### config.mk
export PLATFORM = sky130hd
export DESIGN_NAME = nan_select
export DESIGN_NICKNAME = d
export VERILOG_FILES = /design/src/rtl/nan_sel_pkg.sv /design/src/rtl/nan_classify.sv /design/src/rtl/nan_datapath.sv /design/src/rtl/nan_control.sv /design/src/rtl/nan_select.sv
export SDC_FILE = /design/constraint.sdc
export NUM_CORES = 1
export LEC_CHECK = 0
export BUFFER_PORTS_ARGS = -buffer_cell sky130_fd_sc_hd__buf_2
export CELL_PAD_IN_SITES_DETAIL_PLACEMENT = 0
export CELL_PAD_IN_SITES_GLOBAL_PLACEMENT = 1
export CORE_ASPECT_RATIO = 1.25
export CORE_MARGIN = 3
export CORE_UTILIZATION = 32
export CTS_BUF_LIST = sky130_fd_sc_hd__clkbuf_4 sky130_fd_sc_hd__clkbuf_8
export CTS_CLUSTER_DIAMETER = 120
export DETAILED_ROUTE_END_ITERATION = 8
export MAX_ROUTING_LAYER = met4
export PLACE_DENSITY_LB_ADDON = 0.15
export SLEW_MARGIN = 20
export SYNTH_ARGS = -nofsm -noshare
export SYNTH_HDL_FRONTEND = slang
export SYNTH_SLANG_ARGS = --single-unit
### constraint.sdc
create_clock -name clk -period 5.02 [get_ports clk]
set_input_delay 0.251 -clock clk [delete_from_list [all_inputs] [get_ports clk]]
set_output_delay 0.251 -clock clk [all_outputs]
set_load 0.01 [all_outputs]
### src/rtl/nan_sel_pkg.sv
package nan_sel_pkg;

  typedef enum logic [1:0] {
    PICK_ORDERED = 2'd0,
    PICK_FIRST   = 2'd1,
    PICK_LAST    = 2'd2,
    PICK_LARGER  = 2'd3
  } pickPolicy_e;

  // Operand information produced by the datapath for the control
  typedef struct packed {
    logic aNan;
    logic aSnan;
    logic bNan;
    logic bSnan;
    logic aLarger;
  } opClass_t;

  // Strobes from control to datapath
  typedef struct packed {
    logic pickB;
    logic quietBit;
    logic useDefault;
    logic raise;
  } ctrlStrobe_t;

endpackage

### src/rtl/nan_classify.sv
module nan_classify #(
  parameter int DBL_EXP  = 11,
  parameter int DBL_FRAC = 52,
  parameter int SGL_EXP  = 8,
  parameter int SGL_FRAC = 23
) (
  input  logic [DBL_EXP+DBL_FRAC-1:0] mag,
  input  logic                        fmtDouble,
  input  logic                        invPol,
  input  logic                        noSnan,
  output logic                        isNan,
  output logic                        isSnan
);
  localparam int SGL_W = 1 + SGL_EXP + SGL_FRAC;

  logic [DBL_EXP-1:0]  dExp;
  logic [DBL_FRAC-1:0] dFrac;
  logic [SGL_EXP-1:0]  sExp;
  logic [SGL_FRAC-1:0] sFrac;
  logic expOnes, fracNz, topBit;

  always_comb begin
    dExp    = mag[DBL_EXP+DBL_FRAC-1 -: DBL_EXP];
    dFrac   = mag[DBL_FRAC-1:0];
    sExp    = mag[SGL_W-2 -: SGL_EXP];
    sFrac   = mag[SGL_FRAC-1:0];
    expOnes = fmtDouble ? (&dExp) : (&sExp);
    fracNz  = fmtDouble ? (|dFrac) : (|sFrac);
    topBit  = fmtDouble ? dFrac[DBL_FRAC-1] : sFrac[SGL_FRAC-1];
    isNan   = expOnes & fracNz;
    isSnan  = isNan & ~noSnan & (topBit == invPol);
  end
endmodule

### src/rtl/nan_datapath.sv
module nan_datapath
  import nan_sel_pkg::*;
#(
  parameter int DBL_EXP  = 11,
  parameter int DBL_FRAC = 52,
  parameter int SGL_EXP  = 8,
  parameter int SGL_FRAC = 23
) (
  input  logic [1+DBL_EXP+DBL_FRAC-1:0] opA,
  input  logic [1+DBL_EXP+DBL_FRAC-1:0] opB,
  input  logic                          fmtDouble,
  input  logic                          invPol,
  input  logic                          noSnan,
  input  ctrlStrobe_t                   strobe,
  output opClass_t                      cls,
  output logic [1+DBL_EXP+DBL_FRAC-1:0] result
);
  localparam int DBL_W = 1 + DBL_EXP + DBL_FRAC;
  localparam int SGL_W = 1 + SGL_EXP + SGL_FRAC;
  localparam int PAD_W = DBL_W - SGL_W;

  logic [DBL_W-1:0] opArr [2];
  logic [1:0]       nanV, snanV;

  assign opArr[0] = opA;
  assign opArr[1] = opB;

  for (genvar i = 0; i < 2; i++) begin : g_cls
    nan_classify #(
      .DBL_EXP(DBL_EXP), .DBL_FRAC(DBL_FRAC),
      .SGL_EXP(SGL_EXP), .SGL_FRAC(SGL_FRAC)
    ) u_cls (
      .mag      (opArr[i][DBL_W-2:0]),
      .fmtDouble(fmtDouble),
      .invPol   (invPol),
      .noSnan   (noSnan),
      .isNan    (nanV[i]),
      .isSnan   (snanV[i])
    );
  end

  logic [DBL_W-1:0] rawA, rawB, chosen, dnWord, quietMask;
  logic [DBL_W-2:0] magA, magB;

  always_comb begin
    rawA = fmtDouble ? opA : {{PAD_W{1'b0}}, opA[SGL_W-1:0]};
    rawB = fmtDouble ? opB : {{PAD_W{1'b0}}, opB[SGL_W-1:0]};
    magA = fmtDouble ? opA[DBL_W-2:0] : {{PAD_W{1'b0}}, opA[SGL_W-2:0]};
    magB = fmtDouble ? opB[DBL_W-2:0] : {{PAD_W{1'b0}}, opB[SGL_W-2:0]};

    cls.aNan    = nanV[0];
    cls.aSnan   = snanV[0];
    cls.bNan    = nanV[1];
    cls.bSnan   = snanV[1];
    cls.aLarger = (magA > magB) | ((magA == magB) & (rawA < rawB));

    if (fmtDouble)
      dnWord = {1'b0, {DBL_EXP{1'b1}}, ~invPol, {(DBL_FRAC-1){invPol}}};
    else
      dnWord = {{PAD_W{1'b0}}, 1'b0, {SGL_EXP{1'b1}}, ~invPol, {(SGL_FRAC-1){invPol}}};

    quietMask = '0;
    if (fmtDouble) quietMask[DBL_FRAC-1] = 1'b1;
    else           quietMask[SGL_FRAC-1] = 1'b1;

    chosen = strobe.pickB ? rawB : rawA;
    if (strobe.useDefault)    result = dnWord;
    else if (strobe.quietBit) result = chosen | quietMask;
    else                      result = chosen;
  end
endmodule

### src/rtl/nan_control.sv
module nan_control
  import nan_sel_pkg::*;
(
  input  logic        clk,
  input  logic        rstN,
  input  logic        inValid,
  input  logic        clearInvalid,
  input  logic [1:0]  policy,
  input  logic        dnMode,
  input  logic        invPol,
  input  opClass_t    cls,
  output ctrlStrobe_t strobe,
  output logic        invalidSticky
);
  logic pickB, chosenSnan;

  always_comb begin
    case (pickPolicy_e'(policy))
      PICK_ORDERED: pickB = cls.aSnan ? 1'b0 : cls.bSnan ? 1'b1 : cls.aNan ? 1'b0 : 1'b1;
      PICK_FIRST:   pickB = ~cls.aNan;
      PICK_LAST:    pickB = cls.bNan;
      default: begin
        if (cls.aSnan)
          pickB = cls.bSnan ? ~cls.aLarger : cls.bNan;
        else if (cls.aNan)
          pickB = (cls.bNan & ~cls.bSnan) ? ~cls.aLarger : 1'b0;
        else
          pickB = 1'b1;
      end
    endcase
    chosenSnan        = pickB ? cls.bSnan : cls.aSnan;
    strobe.pickB      = pickB;
    strobe.raise      = cls.aSnan | cls.bSnan;
    strobe.useDefault = dnMode | (chosenSnan & invPol);
    strobe.quietBit   = chosenSnan & ~invPol;
  end

  always_ff @(posedge clk or negedge rstN) begin
    if (!rstN)                       invalidSticky <= 1'b0;
    else if (inValid && strobe.raise) invalidSticky <= 1'b1;
    else if (clearInvalid)           invalidSticky <= 1'b0;
  end
endmodule

### src/rtl/nan_select.sv
module nan_select
  import nan_sel_pkg::*;
#(
  parameter int DBL_EXP  = 11,
  parameter int DBL_FRAC = 52,
  parameter int SGL_EXP  = 8,
  parameter int SGL_FRAC = 23
) (
  input  logic                          clk,
  input  logic                          rstN,
  input  logic                          inValid,
  input  logic                          clearInvalid,
  input  logic                          fmtDouble,
  input  logic                          invPol,
  input  logic                          noSnan,
  input  logic                          dnMode,
  input  logic [1:0]                    policy,
  input  logic [1+DBL_EXP+DBL_FRAC-1:0] opA,
  input  logic [1+DBL_EXP+DBL_FRAC-1:0] opB,
  output logic [1+DBL_EXP+DBL_FRAC-1:0] result,
  output logic                          invalidSticky
);
  opClass_t    cls;
  ctrlStrobe_t strobe;

  nan_datapath #(
    .DBL_EXP(DBL_EXP), .DBL_FRAC(DBL_FRAC),
    .SGL_EXP(SGL_EXP), .SGL_FRAC(SGL_FRAC)
  ) u_dp (
    .opA      (opA),
    .opB      (opB),
    .fmtDouble(fmtDouble),
    .invPol   (invPol),
    .noSnan   (noSnan),
    .strobe   (strobe),
    .cls      (cls),
    .result   (result)
  );

  nan_control u_ctl (
    .clk          (clk),
    .rstN         (rstN),
    .inValid      (inValid),
    .clearInvalid (clearInvalid),
    .policy       (policy),
    .dnMode       (dnMode),
    .invPol       (invPol),
    .cls          (cls),
    .strobe       (strobe),
    .invalidSticky(invalidSticky)
  );
endmodule

# Yosys cells after proc, flatten, opt, wreduce, memory -nomap -nowiden
# Cells that the tools add are included.
[word_totals]
reg_bits = 1
latch_bits = 0
mem_bits_rw = 0
romBits = 0
input_bits = 138
output_inout_bits = 65
word_cells = 65
mem_count = 0
[classes]
n_addsub = 0
multipliers = 0
div = 0
n_lt_le_gt_ge = 2
eq_ne = 5
n_shift = 0
mux = 27
n_bitwise = 19
reduce_logical = 11
[op_table]
columns = ["cell", "count"]
rows = [
  ["$mux 64", 5],
  ["$mux 63", 3],
  ["$reduce_or 52->1", 2],
  ["$lt 64x64->1", 1],
  ["$or 64x52->64", 1],
  ["$eq 63x63->1", 1],
  ["$gt 63x63->1", 1],
  ["$reduce_or 23->1", 2],
  ["$reduce_and 11->1", 2],
  ["$mux 1", 18],
  ["$reduce_and 8->1", 2],
  ["$and 1x1->1", 10],
  ["$not 1->1", 5],
  ["$or 1x1->1", 3],
  ["$pmux 1 s3", 1],
  ["$eq 1x1->1", 2],
  ["$eq 2x1->1 const B", 1],
  ["$eq 2x2->1 const B", 1],
  ["$logic_not 2->1", 1],
  ["$reduce_bool 2->1", 1],
  ["$logic_and 1x1->1", 1],
]

# Depth between registers and ports, before layout
[logic_depth]
ltp_word = 15
ltp_mapped = 18
depth_no_buf = 12

# Cells and area by module
# A second synthesis with hierarchy kept.
[unflattened]
cells_unflattened = 627
hier_area_um2 = 3920.0
[by_module_without_submodules]
columns = ["mod", "instances", "cells_each", "area_per_inst_um2", "seq_area_each_um2"]
rows = [
  ["nan_datapath", 1, 539, 3345.7, 0.0],
  ["nan_classify", 2, 32, 201.4, 0.0],
  ["nan_control", 1, 24, 171.4, 25.0],
]

# Worst setup path before layout
# Ideal clock, no wire load.
[synth_path]
path_kind = "input to output"
start = "in fmtDouble"
end = "out result[13]"
arrival_ns = 4.076
required_ns = 4.769
setup_slack_ns = 0.693
stages = 17
n_path_buf = 7
cell_sequence = "buf_2 > buf_1 > buf_1 > buf_1 > nand2_1 > ha_1 > a21o_1 > a21o_1 > a211o_1 > a2111o_1 > o41a_1 > o31a_1 > clkbuf_1 > buf_6 > buf_6 > mux2i_1 > a21oi_1"
[synth_via]
elab_chain_cells = 14
word_cells_on_any_way = 43
cone_classes = "order compare: 2; eq/ne: 3; mux: 22; bitwise: 16"
[synth_lines]
columns = ["element", "line", "text"]
rows = [
  ["from (decl)", "nan_select.sv:13", "input logic fmtDouble,"],
  ["branches (longest 13 deep; another with $lt 64x64->1)", "n/a", ""],
  ["$mux 64 *", "nan_datapath.sv:67", "if (strobe.useDefault) result = dnWord;"],
  ["to (decl)", "nan_select.sv:20", "output logic [1+DBL_EXP+DBL_FRAC-1:0] result,"],
]
# Mark *: on every way between the ends.

# Worst setup path after layout
[layout_path]
start = "in fmtDouble"
end = "out result[19]"
# The elaborated chain is that of the path after synthesis.

==> metrics.md <==
| Metric | Value |
|---|---|
| Grt total ovfl | 0 |
| Chip height | 129 um |
| Critical-path top delay cell | o31a_2 |
| Final hold viol count | 0 |
| Hold WC Path Type | primary input to async pin |
| Detail Route Antenna Nets | 0 |
| Most used DFF post-synth | dfrtp_1 |
| Setup TNS | 0 ns |
| WL per Instance | 16.6 um |
| CP Max Fanout | 46 |
| DR DRC count | 0 |
| Post-Synthesis Cells | 582 |
| First-pass GRT wire length | 24.3 mm |
| Critical Path RT | 4.77 ns |
| Hold_buf cts | 0 |
| Via count of the first global-routing pass | 4,946 |
| Setup-failing EPs final | 0 |
| Fin crit share | 91.1% |
| Unique cell type count in the Yosys netlist | 48 |
| Area Growth Syn to Fin | 29.9% |
| Iter 0 DRT Violations | 173 |
| Placement Rows | 44 |
| Crit Path Category | primary input to output pin |
| Post-synth EDFFs | 0 |
| Crit path capture type | output pin |
| Worst-path clk slew | 0 ns |
| RSZ-0062 raised after global routing | no |
| Global Route Usage Sum | 22.0% |
| R2R Path Start | u_ctl.invalidSticky |
| Die Area | 13,500 um^2 |
| Worst stage delay on the critical path | 0.59 ns |
| Leak Pwr | 2.77 nW |
| Mapped Area | 3870 um^2 |
| Initial Util | 33.0% |
| Latest clock arrival within the worst-skew pair | 0 ns |
| Synth Register Bits | 1 |
| Final core utilization | 42.9% |
| Largest net degree at the start of global routing | 47 |
| CP startpoint kind | primary input |
| Max Fclk | 0.219 GHz |
| Via count | 5,011 |
| Slew Viols, Final | 0 |
| Cts repair resizes | 0 |
| Largest area contributor in the synthesized netlist | ha_1 |
| Chip Width | 104 um |
| Max cap viols | 0 |
| Buffers on Ports | 202 |
| Core area | 11,700 um^2 |
| Setup Fix Bufs, Post-CTS | 0 |
| Routability Congestion | 0.941 |
| Detailed placement HPWL | 13.3 mm |
| Minimum clock period | 4.58 ns |
| Antenna violations before repair | 0 |
| Syn_nets | 787 |
| Synth top area cells | ha_1 (22%), mux2i_1 (14%), a21oi_1 (8.4%) |
| Crit path from | fmtDouble |
| Outcome | finished clean |
| YS warnings | 0 |
| Largest registers | u_ctl.invalidSticky x1 |
| Number of nets in the layout | 971 |
| Crit-path most repeated cell | buf_2 |
| Sequential area share after synthesis | 0.646% |
| DRT Pass-1 Iters | 4 |
| Post-synth ARST share | 100% |
| Post-synth top area share | 21.6% |
| Antenna Cells | 0 |
| Worst-margin pin slew | 0.911 ns |
| Dpl ws | 0.458 ns |
| Routed WL | 15.3 mm |
| Fin worst setup slack | 0.445 ns |
| Layout cells sized above 1 | 28.4% |
| Syn_area_per_cell | 6.66 um^2 |
| Vias/cell | 5.42 |
| Largest Register | u_ctl.invalidSticky |
| Max reg flops | 1 |
| Power Dens Cells | 96.6 nW/um^2 |
| Worst path arrival time | 4.32 ns |
| Clk_skew | 0 ns |
| R2R cell count | 2 |
| Worst vdd ir | 43.0 uV |
| Count leader, synth | ha_1 |
| CP cell instances | buf_2, buf_4, nand2_1, ha_1, and4_1, a211o_1, a2111o_1, o41a_1, o31a_2, buf_12, mux2i_1, a21oi_1, buf_2 |
| Post-synth top cells | ha_1 (67), a21oi_1 (65), nand2_1 (58) |
| IO Count | 203 |
| Rel. slew slack | 39.2% |
## metal layers
layer / track usage, % / part of all wire, % / vias to the layer above
met5: - / 0 / -
met4: 3.99 / 1.9 / 0
met3: 1.69 / 5.0 / 21
met2: 41.5 / 51 / 163
met1: 25.9 / 42 / 2283
li1: - / - / 2544
## layout make-up
type | count | area, um^2
fill | 1325 | 6690
sequential | 1 | 25.0
tap | 161 | 201
inverter | 52 | 195
multi-input combinational | 499 | 3510
timing repair buffer | 212 | 1100
## power by group
group          internal, W    total, W  switching [W]
registers       0.00000822  0.00000823  0.00000000607
logic             0.000207    0.000478       0.000271
clock network            0           0              0
## worst max-delay path: cells and delay by family
kind,cells,cell delay [ns]
buffers and inverters,4,1.34
AOI/OAI and AO/OA,5,1.88
adders and majority gates,1,0.28
and+or+nand+nor,2,0.32
muxes,1,0.15
## kinds of logic after synthesis
logic type,after synthesis,synth area share [%]
simple gates,211,29.0
compound gates,164,25.4
buf+inv,82,8.72
fa+ha+maj,67,21.6
mux,54,14.0
xor+xnor,3,0.678
flops,1,0.646
## final timing paths
kind	to	slack [ns]
worst min register to register	u_ctl.invalidSticky	0.52
worst min-delay path	u_ctl.invalidSticky	0.03
worst max-delay path	result[19]	0.44
min in group clk	u_ctl.invalidSticky	0.45
max in group asynchronous	u_ctl.invalidSticky	4.91
worst max register to register	u_ctl.invalidSticky	4.43
## placed cells by master (no fill, tap or decap), drive strengths merged, types with 9 or more instances in the layout
master / count
nand4: 34
mux2i: 54
ha: 67
o21ai: 50
and3: 13
nand2: 58
buf: 212
a21oi: 65
nor2: 19
nor4: 27
nand3: 9
o211ai: 10
inv: 52
and2: 26
## per-stage QoR
stage / power, W / std cells / hold slack (ns) / instance area [um^2]
after global placement: 0.000481 / 925 / 0.0250 / 5030
final: 0.000486 / 925 / 0.0267 / 5030
after CTS: 0.000489 / 925 / 0.0283 / 5030
after detailed placement: 0.000486 / 925 / 0.0281 / 5030
after global routing: 0.000543 / 925 / 0.0338 / 5030
after floorplan: 0.000290 / 582 / -0.0446 / 3870
(Power assumes the default switching activity.)
